**src/rtl/cfg_i2c_pkg.sv**
```systemverilog
// Shared constants and the state type of the configuration bus target.
// Assumes 8-bit bus bytes; the address bytes carry the direction bit in bit 0.
package cfg_i2c_pkg;

    localparam int          BYTE_BITS  = 8;
    localparam logic [7:0]  ADDR_WRITE = 8'hD2;
    localparam logic [7:0]  ADDR_READ  = 8'hD3;

    typedef enum logic [2:0] {
        ST_IDLE,   // bus free or transfer ended by STOP
        ST_RX,     // shifting in an address or write byte
        ST_ACK,    // target holds SDA low for the ninth clock
        ST_TX,     // shifting out a read byte
        ST_RACK,   // host acknowledge slot after a read byte
        ST_SKIP    // not addressed, wait for the next START
    } tgt_state_e;

endpackage

```
**src/rtl/cfg_i2c_line_sync.sv**
```systemverilog
// Brings SCL and SDA into the clk domain and derives bus events.
// Assumes lines idle high; STAGES flops per line before edge detection.
module cfg_i2c_line_sync #(
    parameter int STAGES = 2
) (
    input  logic clk,
    input  logic rst_n,
    input  logic scl_i,
    input  logic sda_i,
    output logic scl_s,
    output logic sda_s,
    output logic scl_rise,
    output logic scl_fall,
    output logic start_det,
    output logic stop_det
);

    localparam int CHAIN = STAGES + 1;

    logic [CHAIN-1:0] scl_chain;
    logic [CHAIN-1:0] sda_chain;

    // Synchroniser chains with one extra stage holding the previous value.
    always_ff @(posedge clk) begin
        if (!rst_n) begin
            scl_chain <= '1;
            sda_chain <= '1;
        end else begin
            scl_chain <= {scl_chain[CHAIN-2:0], scl_i};
            sda_chain <= {sda_chain[CHAIN-2:0], sda_i};
        end
    end

    logic scl_p;
    logic sda_p;

    // Current and previous synchronised line levels.
    always_comb begin
        scl_s = scl_chain[STAGES-1];
        sda_s = sda_chain[STAGES-1];
        scl_p = scl_chain[STAGES];
        sda_p = sda_chain[STAGES];
    end

    // Bus events: SCL edges, and SDA edges while SCL stays high.
    always_comb begin
        scl_rise  = scl_s & ~scl_p;
        scl_fall  = ~scl_s & scl_p;
        start_det = scl_s & scl_p & sda_p & ~sda_s;
        stop_det  = scl_s & scl_p & ~sda_p & sda_s;
    end

endmodule

```
**src/rtl/cfg_i2c_regbank.sv**
```systemverilog
// Holds the configuration bytes; one byte written per enable pulse.
// Assumes wr_idx is below NUM_REGS whenever wr_en is high.
module cfg_i2c_regbank #(
    parameter int                      NUM_REGS    = 6,
    parameter logic [NUM_REGS*8-1:0]   RESET_VALUE = '0,
    localparam int                     IDX_W       = $clog2(NUM_REGS)
) (
    input  logic                    clk,
    input  logic                    rst_n,
    input  logic                    wr_en,
    input  logic [IDX_W-1:0]        wr_idx,
    input  logic [7:0]              wr_data,
    output logic [NUM_REGS*8-1:0]   cfg_o
);

    for (genvar g = 0; g < NUM_REGS; g++) begin : g_byte
        // One configuration byte with its own reset value.
        always_ff @(posedge clk) begin
            if (!rst_n) begin
                cfg_o[g*8 +: 8] <= RESET_VALUE[g*8 +: 8];
            end else if (wr_en && (wr_idx == IDX_W'(g))) begin
                cfg_o[g*8 +: 8] <= wr_data;
            end
        end
    end

endmodule

```
**src/rtl/cfg_i2c_target.sv**
```systemverilog
// Two-wire bus target for a clock-generator configuration bank.
// Write: address, command, length (both dropped), then data from byte 0 up.
// Read: length byte, then bytes from 0 up until the host NACKs.
// Assumes clk is at least 16x the SCL rate and no clock stretching is needed.
module cfg_i2c_target
    import cfg_i2c_pkg::*;
#(
    parameter int                      NUM_REGS    = 6,
    parameter logic [NUM_REGS*8-1:0]   RESET_VALUE = 48'hFFFF_FF00_0000,
    parameter int                      SYNC_STAGES = 2
) (
    input  logic                    clk,
    input  logic                    rst_n,
    input  logic                    scl_i,
    input  logic                    sda_i,
    output logic                    sda_oe_o,
    output logic [NUM_REGS*8-1:0]   cfg_o
);

    localparam int IDX_W = $clog2(NUM_REGS);
    localparam int BC_W  = $clog2(NUM_REGS + 3);
    localparam int RD_W  = $clog2(NUM_REGS + 2);
    localparam logic [BC_W-1:0] BC_FIRST = BC_W'(2);
    localparam logic [BC_W-1:0] BC_MAX   = BC_W'(NUM_REGS + 2);
    localparam logic [RD_W-1:0] RD_MAX   = RD_W'(NUM_REGS + 1);

    logic scl_s, sda_s, scl_rise, scl_fall, start_det, stop_det;

    cfg_i2c_line_sync #(.STAGES(SYNC_STAGES)) i_sync (
        .clk       (clk),
        .rst_n     (rst_n),
        .scl_i     (scl_i),
        .sda_i     (sda_i),
        .scl_s     (scl_s),
        .sda_s     (sda_s),
        .scl_rise  (scl_rise),
        .scl_fall  (scl_fall),
        .start_det (start_det),
        .stop_det  (stop_det)
    );

    tgt_state_e                state;
    logic [3:0]                bit_cnt;
    logic [BYTE_BITS-1:0]      rx_sr;
    logic [BYTE_BITS-1:0]      tx_sr;
    logic                      addr_phase;
    logic                      rd_mode;
    logic                      host_ack;
    logic [BC_W-1:0]           byte_cnt;
    logic [RD_W-1:0]           rd_cnt;
    logic                      sda_oe;
    logic                      byte_done;
    logic                      wr_en;
    logic [IDX_W-1:0]          wr_idx;
    logic [BYTE_BITS-1:0]      tx_next;

    // A received byte is complete on the SCL fall after its eighth bit.
    always_comb byte_done = (state == ST_RX) && scl_fall && (bit_cnt == 4'd8);

    // Commit request for write bytes that map onto a register.
    always_comb begin
        wr_en  = byte_done && !addr_phase && !rd_mode &&
                 (byte_cnt >= BC_FIRST) && (byte_cnt < BC_MAX);
        wr_idx = IDX_W'(byte_cnt - BC_FIRST);
    end

    // Next read byte: the length first, then the registers, then all ones.
    always_comb begin
        tx_next = 8'hFF;
        if (rd_cnt == '0) begin
            tx_next = 8'(NUM_REGS);
        end
        for (int i = 0; i < NUM_REGS; i++) begin
            if (rd_cnt == RD_W'(i + 1)) tx_next = cfg_o[i*8 +: 8];
        end
    end

    // Transfer sequencer: bus events move the state, SCL low drives SDA.
    always_ff @(posedge clk) begin
        if (!rst_n) begin
            state      <= ST_IDLE;
            bit_cnt    <= '0;
            rx_sr      <= '0;
            tx_sr      <= '0;
            addr_phase <= 1'b0;
            rd_mode    <= 1'b0;
            host_ack   <= 1'b0;
            byte_cnt   <= '0;
            rd_cnt     <= '0;
            sda_oe     <= 1'b0;
        end else if (stop_det) begin
            state  <= ST_IDLE;
            sda_oe <= 1'b0;
        end else if (start_det) begin
            state      <= ST_RX;
            addr_phase <= 1'b1;
            rd_mode    <= 1'b0;
            bit_cnt    <= '0;
            byte_cnt   <= '0;
            rd_cnt     <= '0;
            sda_oe     <= 1'b0;
        end else begin
            case (state)
                ST_RX: begin
                    if (scl_rise && bit_cnt != 4'd8) begin
                        rx_sr   <= {rx_sr[BYTE_BITS-2:0], sda_s};
                        bit_cnt <= bit_cnt + 4'd1;
                    end else if (byte_done) begin
                        if (addr_phase) begin
                            addr_phase <= 1'b0;
                            if (rx_sr == ADDR_WRITE) begin
                                rd_mode <= 1'b0;
                                sda_oe  <= 1'b1;
                                state   <= ST_ACK;
                            end else if (rx_sr == ADDR_READ) begin
                                rd_mode <= 1'b1;
                                sda_oe  <= 1'b1;
                                state   <= ST_ACK;
                            end else begin
                                state <= ST_SKIP;
                            end
                        end else begin
                            sda_oe <= 1'b1;
                            state  <= ST_ACK;
                            if (byte_cnt != BC_MAX) byte_cnt <= byte_cnt + BC_W'(1);
                        end
                    end
                end
                ST_ACK: begin
                    if (scl_fall) begin
                        bit_cnt <= '0;
                        if (rd_mode) begin
                            tx_sr  <= tx_next;
                            sda_oe <= ~tx_next[BYTE_BITS-1];
                            state  <= ST_TX;
                            if (rd_cnt != RD_MAX) rd_cnt <= rd_cnt + RD_W'(1);
                        end else begin
                            sda_oe <= 1'b0;
                            state  <= ST_RX;
                        end
                    end
                end
                ST_TX: begin
                    if (scl_fall) begin
                        if (bit_cnt == 4'd7) begin
                            sda_oe  <= 1'b0;
                            bit_cnt <= '0;
                            state   <= ST_RACK;
                        end else begin
                            tx_sr   <= {tx_sr[BYTE_BITS-2:0], 1'b0};
                            sda_oe  <= ~tx_sr[BYTE_BITS-2];
                            bit_cnt <= bit_cnt + 4'd1;
                        end
                    end
                end
                ST_RACK: begin
                    if (scl_rise) begin
                        host_ack <= ~sda_s;
                    end else if (scl_fall) begin
                        if (host_ack) begin
                            tx_sr  <= tx_next;
                            sda_oe <= ~tx_next[BYTE_BITS-1];
                            state  <= ST_TX;
                            if (rd_cnt != RD_MAX) rd_cnt <= rd_cnt + RD_W'(1);
                        end else begin
                            state <= ST_SKIP;
                        end
                    end
                end
                default: ;
            endcase
        end
    end

    cfg_i2c_regbank #(
        .NUM_REGS    (NUM_REGS),
        .RESET_VALUE (RESET_VALUE)
    ) i_bank (
        .clk     (clk),
        .rst_n   (rst_n),
        .wr_en   (wr_en),
        .wr_idx  (wr_idx),
        .wr_data (rx_sr),
        .cfg_o   (cfg_o)
    );

    // Drive the pad enable from the sequencer register.
    always_comb sda_oe_o = sda_oe;

endmodule

```
**config.mk**
```make
export PLATFORM = sky130hd
export DESIGN_NAME = cfg_i2c_target
export DESIGN_NICKNAME = d
export VERILOG_FILES = /design/src/rtl/cfg_i2c_pkg.sv /design/src/rtl/cfg_i2c_line_sync.sv /design/src/rtl/cfg_i2c_regbank.sv /design/src/rtl/cfg_i2c_target.sv
export SDC_FILE = /design/constraint.sdc
export NUM_CORES = 1
export LEC_CHECK = 0
export ABC_AREA = 1
export BUFFER_PORTS_ARGS = -buffer_cell sky130_fd_sc_hd__buf_2
export CAP_MARGIN = 40
export CORE_MARGIN = 2
export CORE_UTILIZATION = 62
export CTS_CLUSTER_SIZE = 40
export DETAILED_ROUTE_END_ITERATION = 8
export GPL_ROUTABILITY_DRIVEN = 0
export PLACE_DENSITY = 0.85
export SLEW_MARGIN = 20
export SYNTH_ARGS = -nofsm -noshare
export SYNTH_HDL_FRONTEND = slang
export SYNTH_SLANG_ARGS = --single-unit
```
**constraint.sdc**
```tcl
create_clock -name clk -period 5.6 [get_ports clk]
set_clock_uncertainty 0.2 [all_clocks]
set_input_delay 1.4 -clock clk [delete_from_list [all_inputs] [get_ports clk]]
set_output_delay 1.4 -clock clk [all_outputs]
set_load 0.02 [all_outputs]
```
**Word level (Yosys, flattened, before mapping)**

Cells that the tools add are included.

- Bits of input ports: 4
- Word-level logic and storage cells: 198
- Output and inout bits: 49
- Flip-flop bits (word level): 87

- Muxes and demuxes: 72
- $lt $le $gt $ge: 2
- $add $sub $neg: 4
- Bitwise gates (word level): 16
- Reduce and logical (&&, ||, !) cells: 40
- Eq/ne operators: 45

Operators by type and width:

| cell | count |
|---|---|
| 8-bit two-way mux | 7 |
| 3-bit two-way mux | 18 |
| 7-bit two-way mux | 7 |
| 4-bit two-way mux | 11 |
| 3-bit by 2-bit != test with 1-bit output, second input constant | 9 |
| 1-bit two-way mux | 23 |
| 7-bit case mux with 3 select lines | 1 |
| 2-bit != test, second input constant | 10 |
| 3-bit by 2-bit equality test with 1-bit output, second input constant | 6 |
| 3-bit equality test, second input constant | 6 |
| 8-bit equality test, second input constant | 2 |
| 8-bit AND reduction | 2 |
| 1-bit logical AND | 13 |
| 3-bit case mux with 4 select lines | 1 |
| 4-bit case mux with 3 select lines | 1 |
| 4-bit AND reduction | 3 |
| 6-bit AND reduction | 2 |
| 10-bit AND reduction | 1 |
| 3-bit by 1-bit equality test with 1-bit output, second input constant | 3 |
| 1-bit inverter | 9 |
| 9-bit AND reduction | 1 |
| 3-bit nonzero test | 3 |
| 4-bit by 1-bit adder with 4-bit output, second input constant | 2 |
| 4-bit != test, second input constant | 2 |
| 23 further kinds | 36 |

**Logic depth before layout (Yosys ltp)**

Gate-level depths: netlist (run 1).

- Depth after elaboration: 13
- Gate-level depth with buffers: 13
- Mapped depth without buffers: 13

**Cells and area by module**

From an unflattened synthesis (run 1), not the netlist that was laid out.

- Cell total of the unflattened synthesis: 723
- Area total of the unflattened synthesis: 4653.2 um^2

By module, submodules not included:

| module | cells an instance | sequential area each (um^2) | instances | area an instance (um^2) |
|---|---|---|---|---|
| cfg_i2c_target | 440 | 660.6 | 1 | 2516.2 |
| cfg_i2c_regbank | 256 | 960.9 | 1 | 1938.1 |
| cfg_i2c_line_sync | 27 | 120.1 | 1 | 198.9 |

**Least setup slack after synthesis (run 1)**

Ideal clock, no wire load.

- Path kind: input port to flip-flop
- Start: in rst_n
- End: reg i_bank.cfg_o[31]
- Setup time: 0.138 ns
- Cell stages on the path: 3
- Arrival: 2.027 ns
- Buffers on the path: 2
- Setup slack: 3.235 ns
- Data required time: 5.262 ns
- Path through: clkbuf_1 clkbuf_1 o211ai_1

RTL lines:

| element | RTL line | source |
|---|---|---|
| from (decl) | cfg_i2c_target.sv:13 | `input logic rst_n,` |
| to (signal, indexed assignment) | cfg_i2c_regbank.sv:20 | `cfg_o[g*8 +: 8] <= RESET_VALUE[g*8 +: 8];` |
| to (signal, indexed assignment) | cfg_i2c_regbank.sv:22 | `cfg_o[g*8 +: 8] <= wr_data;` |
| to (decl) | cfg_i2c_regbank.sv:13 | `output logic [NUM_REGS*8-1:0] cfg_o` |

No word-level cell between the ends.

**Final worst setup path (run 1)**

- Start: in rst_n
- End: reg sda_oe, in the netlist sda_oe_o

- Longest elaborated chain between the ends: 2

RTL lines:

| element | RTL line | source |
|---|---|---|
| 1-bit inverter (no source line) | -- |  |
| 3-bit OR reduction (no source line) | -- |  |
| to (signal assigned) | cfg_i2c_target.sv:134 | `sda_oe <= ~tx_next[BYTE_BITS-1];` |
| to (signal assigned) | cfg_i2c_target.sv:151 | `sda_oe <= ~tx_sr[BYTE_BITS-2];` |
| to (signal assigned) | cfg_i2c_target.sv:162 | `sda_oe <= ~tx_next[BYTE_BITS-1];` |
| to (decl) | cfg_i2c_target.sv:51 | `logic sda_oe;` |

Every way passes these cells.
A chain may end at the register's enable or synchronous reset.

==> results of run 1 <==
==> sequential cells by signal (all words and copies together) (netlist names) <==
register	flops
i_bank.cfg_o	48
rx_sr	8
tx_sr	7
bit_cnt	4
byte_cnt	4
i_sync.scl_chain	3
i_sync.sda_chain	3
rd_cnt	3
state	3
addr_phase	1
host_ack	1
rd_mode	1
sda_oe_o	1
==> metrics by stage <==
stage	util	cell area, sq um	hold WS (ns)	setup slack, ns	instances
floorplan	-	4160	0.193	3.23	590
CTS	0.727	4670	0.217	2.86	716
finish	0.727	4670	0.217	2.81	716
detailed placement	0.694	4460	0.197	2.49	701
global placement	0.690	4430	0.195	2.05	699
global route	0.727	4670	0.233	2.69	716
==> kinds of logic after synthesis <==
family,after synthesis,share of synthesized area
AO/OA/AOI/OAI,139,0.185
adder cells (fa/ha/maj),14,0.0421
AND/OR/NAND/NOR,244,0.255
flip-flops,87,0.419
buffers and inverters,105,0.0969
XOR/XNOR,1,0.00211
==> cell type report <==
type                            count  area (sq um)
Multi-Input combinational cell    398          2010
Fill cell                         525          1750
Sequential cell                    87          1740
Inverter                           85           319
Timing Repair Buffer               54           288
Clock buffer                       11           141
Tap cell                           77          96.3
Clock inverter                      4          70.1
==> worst paths after layout <==
path | start | endpoint | slack [ns] | cells past startpoint
worst max-delay path | rst_n | sda_oe_o | 2.81 | 8
worst min-delay path | i_sync.sda_chain[0] | i_sync.sda_chain[1] | 0.22 | 1
worst max register to register | bit_cnt[1] | i_bank.cfg_o[32] | 3.13 | 8
worst min register to register | i_sync.sda_chain[0] | i_sync.sda_chain[1] | 0.22 | 1
==> cells in the final DEF, fill, tap and decap left out, drive strengths merged <==
cell,synthesis,final
nor3,8,8
nand2,141,141
bufinv,0,2
inv,84,84
nand3,37,37
a22oi,1,1
dfxtp,87,87
clkbuf,13,11
xor2,1,1
a21oi,58,58
nor2,42,42
nand4,2,2
buf,7,54
a31oi,2,2
clkinv,1,3
nor3b,2,2
a211oi,3,3
and3,1,1
o21ai,50,50
or2,7,7
o211ai,25,25
nand3b,3,3
and2,1,1
ha,14,14
==> metal layers <==
metal	wire length [um]	part of all wire	vias to the layer above
li1	-	-	2007
met1	4510	0.43	1895
met2	5100	0.48	191
met3	664	0.063	34
met4	303	0.029	0
met5	0	0	-
==> worst max-delay path: stages <==
cell and delay [ns]:
buf_2 0.35, buf_12 0.27, inv_1 0.24, a31oi_1 0.28, nand2_1 0.12, inv_1 0.07
nand2_1 0.05, a21oi_1 0.10
==> report_power, final <==
part / switching (uW) / internal (uW) / leakage, uW
clock: 219 / 260 / 0.000109
sequential: 4.22 / 622 / 0.000703
combinational: 26.3 / 11.4 / 0.00137
total: 249 / 894 / 0.00219
==> results.json, run 1 <==
{
  "synth_nets": 608,
  "rsz0062_at_grt": "false",
  "fin_crit_ns": 2.79,
  "met1_usage": 0.381,
  "met2_usage": 0.486,
  "ys_async_sr_fraction": 0,
  "ctsHoldBuffers": 0,
  "yosysTopAreaCellShare": 0.419,
  "setup_viol": 0,
  "avgSynthCellArea_sq_um": 7.05,
  "status": "complete, but fails checks",
  "finalHoldViolations": 0,
  "cts.sinks": 87,
  "routed_wl_um": 10600,
  "ys_seq_area_frac": 0.419,
  "pin_count": 53,
  "max-cap-violations": 0,
  "post_cts_buffers": 0,
  "ys_ff_latch": 87,
  "crit_path_end_kind": "register",
  "overflow": 0,
  "met3_usage": 0.0404,
  "h-tree-depth": 3,
  "area_growth_syn_to_layout_pct": 12.3,
  "power_leakage_uw": 0.00219,
  "yosys_warnings": 0,
  "n_antenna_cell": 0,
  "fin_crit_sh": 0.498,
  "cts_inserted_buffers": 9,
  "synth_most_common_cell": "nand2_1",
  "rows": 29,
  "clkSlewWorstSetupHoldPaths_ns": 0.08,
  "grt_antenna_before_repair": 0,
  "hold_class": "register to register",
  "cts-root-buf": "clkbuf_8",
  "netlist_instances": 590,
  "fmax_mhz": 359,
  "die_w_um": 85.9,
  "clk-insertion-delay-late_ns": 0.36,
  "cts_buffer_depth": 2,
  "post_cts_resized": 0,
  "core_sq_um": 6420,
  "drt-initial-drc-count": 370,
  "grt_max_degree": 48,
  "cp-start-kind": "input pin",
  "ant_nets": 0,
  "busiest_layer": "met2",
  "finalPower_uw": 1140,
  "die_h_um": 85.9,
  "cp.required_ns": 5.70,
  "yosys_most_used_dff": "dfxtp_1",
  "first_pass_iters": 8,
  "drc": 6,
  "peakVddDrop_uv": 174,
  "grt_pass1_wl_um": 17100,
  "hpwlAfterDp_um": 7470,
  "maxSlewHeadroom": 0.525,
  "synth_edf_count": 0,
  "drive_gt1_frac": 0.127,
  "critical_path_class": "input pin to register",
  "tightest_slew_ns": 0.710,
  "synthTopCellsByCount": "nand2_1, dfxtp_1, inv_1",
  "tns_ns": 0,
  "wl_per_cell_um": 14.8,
  "path_max_fanout": 47,
  "yosys-top-cells-area": "dfxtp_1, nand2_1, inv_1",
  "synthesis.area_sq_um": 4160,
  "finalMaxSlewViolations": 0,
  "vias": 4127,
  "synth.distinct_cells": 29,
  "violations": "design-rule violations",
  "grt_pass1_vias": 3734,
  "yosysTopAreaCell": "dfxtp_1",
  "cts_tree": "yes",
  "dieArea_sq_um": 7380,
  "finalNetCount": 653,
  "worstPathArrival_ns": 2.88,
  "grt_usage": 0.294,
  "start_util": 0.648,
  "vias_per_cell": 5.76,
  "io_buffers": 52,
  "p_per_area_nw_per_um2": 245
}
(Power assumes the default switching activity.)
==> inputs of run 2 (changes only) <==
--- a/config.mk
+++ b/config.mk
@@ -5,15 +5,15 @@
 export SDC_FILE = /design/constraint.sdc
 export NUM_CORES = 1
 export LEC_CHECK = 0
-export ABC_AREA = 1
+export ABC_AREA = 0
 export BUFFER_PORTS_ARGS = -buffer_cell sky130_fd_sc_hd__buf_2
 export CAP_MARGIN = 40
 export CORE_MARGIN = 2
-export CORE_UTILIZATION = 62
+export CORE_UTILIZATION = 58
 export CTS_CLUSTER_SIZE = 40
 export DETAILED_ROUTE_END_ITERATION = 8
 export GPL_ROUTABILITY_DRIVEN = 0
-export PLACE_DENSITY = 0.85
+export PLACE_DENSITY = 0.8
 export SLEW_MARGIN = 20
 export SYNTH_ARGS = -nofsm -noshare
 export SYNTH_HDL_FRONTEND = slang
==> constraint.sdc (replaced) <==
create_clock -name clk -period 2.88 [get_ports clk]
set_clock_uncertainty 0.2 [all_clocks]
set_input_delay 0.72 -clock clk [delete_from_list [all_inputs] [get_ports clk]]
set_output_delay 0.72 -clock clk [all_outputs]
set_load 0.02 [all_outputs]
==> run 2 against run 1 <==
Via count decreased by 5.4%. Die area increased by 9.3%. Sequential power increased by 93%. Global-route usage decreased by 1.3 points. Clock power increased by 100%. Setup slack got worse by 2.6 ns. Synthesized area increased by 2.7%. Core utilization decreased by 5.3 points. Routed wire length increased by 4.6%. Cell count decreased by 9.5%. Critical path depth decreased by 3. First-iteration DRC count decreased by 12%. Largest cell class unchanged. The run now ends clean.
==> results.json, run 2 <==
{
  "status": "finished, final reports clean",
  "ys_ff_latch": 87,
  "cts-root-buf": "clkbuf_8",
  "post_cts_resized": 0,
  "final_cells": 648,
  "setup_viol": 0,
  "synth_nets": 520,
  "cts_buffer_depth": 2,
  "tns_ns": 0,
  "grt_antenna_before_repair": 0,
  "routed_wl_um": 11100,
  "avgSynthCellArea_sq_um": 8.51,
  "drt-initial-drc-count": 325,
  "fin_crit_ns": 2.64,
  "pin_count": 53,
  "dieArea_sq_um": 8060,
  "start_util": 0.595,
  "crit_path_end_kind": "register",
  "overflow": 0,
  "largest_reg_flops": 48,
  "yosys_most_used_dff": "dfxtp_1",
  "ctsHoldBuffers": 0,
  "max-cap-violations": 0,
  "die_h_um": 89.8,
  "synthAdderAreaFrac": 0.0410,
  "h-tree-depth": 3,
  "grt_pass1_vias": 3695,
  "cts_inserted_buffers": 9,
  "synth_edf_count": 0,
  "crit_slowest_cell": "dfxtp_1",
  "core_sq_um": 7180,
  "yosysTopAreaCell": "dfxtp_1",
  "cp_cell_sequence": "or3b_1 > or4b_1 > and2_4 > or4b_1 > a21boi_1",
  "maxSlewHeadroom": 0.510,
  "crit_top_cell": "or4b_1",
  "synth_top_family_by_area": "simple AND/OR/NAND/NOR gates",
  "grt_max_degree": 35,
  "synth-simple-area-share": 0.243,
  "n_antenna_cell": 0,
  "top_regs": "i_bank.cfg_o (48), rx_sr (8), tx_sr (7)",
  "synthMuxAreaShare": 0.108,
  "wl_per_cell_um": 17.1,
  "hold_class": "register to register",
  "finalNetCount": 562,
  "synth_xor_area_frac": 0.0144,
  "ys_async_sr_fraction": 0,
  "finalMaxSlewViolations": 0,
  "cp-start-kind": "register",
  "cp.required_ns": 2.97,
  "final_common_cell": "dfxtp_1",
  "grt_usage": 0.281,
  "drc": 0,
  "rows": 31,
  "synth_compound_area_frac": 0.136,
  "drive_gt1_frac": 0.153,
  "ant_nets": 0,
  "yosys_warnings": 0,
  "clkSlewWorstSetupHoldPaths_ns": 0.09,
  "vias_per_cell": 6.02,
  "first_pass_iters": 5,
  "synthTopCellsByCount": "dfxtp_1, nand2_1, mux2i_1",
  "regMostFlops": "i_bank.cfg_o",
  "hpwlAfterDp_um": 8010,
  "die_w_um": 89.8,
  "worstPathArrival_ns": 2.73,
  "io_buffers": 52,
  "yosys-top-cells-area": "dfxtp_1, mux2i_1, nand2_1",
  "vias": 3903,
  "clk-insertion-delay-late_ns": 0.36,
  "path_max_fanout": 11,
  "cts.sinks": 87,
  "critPathMaxStageDelay_ns": 0.53,
  "finalHoldViolations": 0,
  "synth.distinct_cells": 55,
  "synthesis.area_sq_um": 4270,
  "post_cts_buffers": 0,
  "grt_pass1_wl_um": 18300,
  "power_leakage_uw": 0.00200,
  "critical_path_class": "register to register",
  "yosysTopAreaCellShare": 0.408,
  "fmax_mhz": 379,
  "final_cell_mix": "dfxtp_1, nand2_1, buf_2",
  "ys_seq_area_frac": 0.408,
  "p_per_area_nw_per_um2": 461,
  "netlist_instances": 502,
  "synth_most_common_cell": "dfxtp_1",
  "area_growth_syn_to_layout_pct": 13.3,
  "cts_tree": "yes",
  "tightest_slew_ns": 0.726,
  "dp.cells": 632,
  "rsz0062_at_grt": "false",
  "fin_crit_sh": 0.916,
  "peakVddDrop_uv": 345
}
## run 2: final timing paths
check                           start             endpoint  slack [ns]  cells past startpoint
setup reg to reg             state[0]           bit_cnt[2]        0.24                      5
hold reg to reg   i_sync.sda_chain[0]  i_sync.sda_chain[1]        0.23                      1
setup / recovery             state[0]           bit_cnt[2]        0.24                      5
hold / removal    i_sync.sda_chain[0]  i_sync.sda_chain[1]        0.23                      1
## run 2: kinds of logic (layout without fill, tap and decap cells)
kind of cell / Yosys count / in the layout
and+or+nand+nor: 203 / 203
AOI/OAI and AO/OA: 92 / 92
DFF: 87 / 87
adders and majority gates: 14 / 14
muxes: 46 / 46
buffers and inverters: 53 / 100
xor gates and xnor gates: 7 / 7
## run 2: worst max-delay path: cells and delay by family, from the launching register on
family             cells  cell delay [ns]
and+or+nand+nor        4             1.70
DFF                    1             0.53
AOI/OAI and AO/OA      1             0.14
## run 2: metal layers
metal / GRT usage / up-vias / routed length [um]
li1: - / 1830 / -
met1: 0.373 / 1878 / 4750
met2: 0.467 / 178 / 5340
met3: 0.0402 / 17 / 782
met4: 0.109 / 0 / 194
met5: 0 / - / 0
## run 2: power by group
part           total, uW  switching [uW]  leakage (uW)  internal [uW]
sequential          1210            5.87      0.000703           1210
clock                962             445      0.000109            517
combinational       56.2            37.0       0.00118           19.2
## run 2: layout make-up
cell class / instances / area [sq um]
Fill cell: 582 / 2340
Multi-Input combinational cell: 362 / 2320
Sequential cell: 87 / 1740
Timing Repair Buffer: 64 / 350
Clock buffer: 10 / 138
Tap cell: 99 / 124
Clock inverter: 6 / 92.6
Inverter: 20 / 75.1
## run 2: per-stage QoR
stage / setup WS, ns / instance area, sq um / hold WS (ns) / total power, uW / util
6_report: 0.243 / 4840 / 0.225 / 2230 / 0.674
5_1_grt: 0.162 / 4840 / 0.241 / 2300 / 0.674
4_1_cts: 0.258 / 4840 / 0.226 / 2240 / 0.674
3_5_place_dp: 0.272 / 4610 / 0.207 / 1300 / 0.642
3_3_place_gp: 0.339 / 4610 / 0.197 / 1290 / 0.642
2_1_floorplan: 0.445 / 4270 / 0.186 / 1280 / -
==> inputs of run 3 (changes only) <==
==> constraint.sdc (replaced) <==
create_clock -name clk -period 2.94 [get_ports clk]
set_clock_uncertainty 0.2 [all_clocks]
set_input_delay 0.735 -clock clk [delete_from_list [all_inputs] [get_ports clk]]
set_output_delay 0.735 -clock clk [all_outputs]
set_load 0.02 [all_outputs]
==> run 3 against run 2 <==
Die area unchanged. Core utilization shrank 0.42 points. Cell count down 0.46%. Fmax rose by 1.3%. Via count down 2.7%. Critical endpoint unchanged.
==> results.json, run 3 (synthesis results as in run 2) <==
{
  "wl_per_cell_um": 16.8,
  "hold_class": "register to register",
  "setup_viol": 0,
  "final_cells": 645,
  "hold_path_depth": 1,
  "core_sq_um": 7180,
  "dieArea_sq_um": 8060,
  "register_area_sq_um": 1740,
  "cts-root-buf": "clkbuf_8",
  "die_w_um": 89.8,
  "cts_tree": "yes",
  "fmax_mhz": 384,
  "hpwlAfterDp_um": 7760,
  "cts_buffer_depth": 2,
  "crit_top_cell": "or4b_1",
  "cts_inserted_buffers": 9,
  "n_antenna_cell": 0,
  "ant_nets": 0,
  "cp_cell_sequence": "or3b_1 > or4b_1 > and2_4 > or4b_1 > a21boi_1",
  "pin_count": 53,
  "path_max_fanout": 11,
  "die_h_um": 89.8,
  "top_regs": "i_bank.cfg_o (48), rx_sr (8), tx_sr (7)",
  "status": "finished, final reports clean",
  "start_util": 0.595,
  "grt_usage": 0.275,
  "n_fill_cell": 631,
  "critical_path_class": "register to register",
  "drt-initial-drc-count": 299,
  "worstPathArrival_ns": 2.70,
  "routed_wl_um": 10900,
  "crit_slowest_cell": "or4b_1",
  "path_depth": 5,
  "drive_gt1_frac": 0.148,
  "first_pass_iters": 7,
  "final_cell_mix": "dfxtp_1, nand2_1, buf_2",
  "rows": 31,
  "grt_antenna_before_repair": 0,
  "regMostFlops": "i_bank.cfg_o",
  "grt_pass1_wl_um": 17900,
  "clk-insertion-delay-late_ns": 0.35,
  "tightest_slew_ns": 0.809,
  "io_buffers": 52,
  "drc": 0,
  "h-tree-depth": 3,
  "final_common_cell": "dfxtp_1",
  "finalMaxSlewViolations": 0,
  "finalPower_uw": 2140,
  "finalNetCount": 561,
  "ctsHoldBuffers": 0,
  "fin_crit_ns": 2.60,
  "power_leakage_uw": 0.00198,
  "multi_input_area_sq_um": 2320,
  "cp-start-kind": "register",
  "p_per_area_nw_per_um2": 444,
  "grt_pass1_vias": 3559,
  "vias_per_cell": 5.89,
  "finalHoldViolations": 0,
  "tns_ns": 0,
  "critPathMaxStageDelay_ns": 0.53,
  "post_cts_resized": 0,
  "maxSlewHeadroom": 0.461,
  "largest_reg_flops": 48,
  "grt_max_degree": 48,
  "vias": 3796,
  "rsz0062_at_grt": "false",
  "clkSlewWorstSetupHoldPaths_ns": 0.08,
  "cp.required_ns": 3.03,
  "fin_crit_sh": 0.886,
  "dp.cells": 631,
  "post_cts_buffers": 0,
  "area_growth_syn_to_layout_pct": 12.6,
  "crit_family": "simple AND/OR/NAND/NOR gates",
  "max-cap-violations": 0,
  "crit_buf_inv": 0,
  "cts.sinks": 87,
  "peakVddDrop_uv": 335,
  "reg2reg_depth": 5,
  "overflow": 0,
  "crit_path_end_kind": "register"
}
[run 3: cell count changes in the layout (fill, tap and decap cells not counted)]
cell      before  now
clkinv_4       1    0
buf_4         12   11
clkbuf_8      10    9
[run 3: area by class of cell]
class	instances	share of cell area
Inverter	20	0.0156
Sequential cell	87	0.362
Clock inverter	5	0.0174
Tap cell	99	0.0258
Timing Repair Buffer	63	0.0713
Multi-Input combinational cell	362	0.482
Clock buffer	9	0.0258
[run 3: stage by stage]
stage                     hold WS, ns   util  cell area, sq um  setup WS [ns]
final                           0.219  0.670              4810          0.336
after detailed placement        0.199  0.641              4600          0.365
after floorplan                 0.186      -              4270          0.505
after CTS                       0.226  0.670              4810          0.344
after global routing            0.247  0.670              4810          0.181
after global placement          0.194  0.641              4600          0.410
[run 3: path summary, 6_finish.rpt]
kind                            slack [ns]             endpoint           startpoint
worst max register to register        0.34           bit_cnt[2]             state[0]
worst min register to register        0.22  i_sync.scl_chain[1]  i_sync.scl_chain[0]
worst min-delay path                  0.22  i_sync.scl_chain[1]  i_sync.scl_chain[0]
worst max-delay path                  0.34           bit_cnt[2]             state[0]
[run 3: report_power, final]
part / switching, uW / leakage, uW / internal (uW)
Clock: 422 / 0.0000978 / 472
Sequential: 5.95 / 0.000703 / 1180
Combinational: 34.9 / 0.00118 / 18.8
[run 3: metal layers]
metal,part of all wire,vias to the layer above,track usage
met5,0,-,0
met4,0.021,0,0.0962
met3,0.071,21,0.0637
met2,0.46,152,0.440
met1,0.45,1798,0.368
li1,-,1825,-
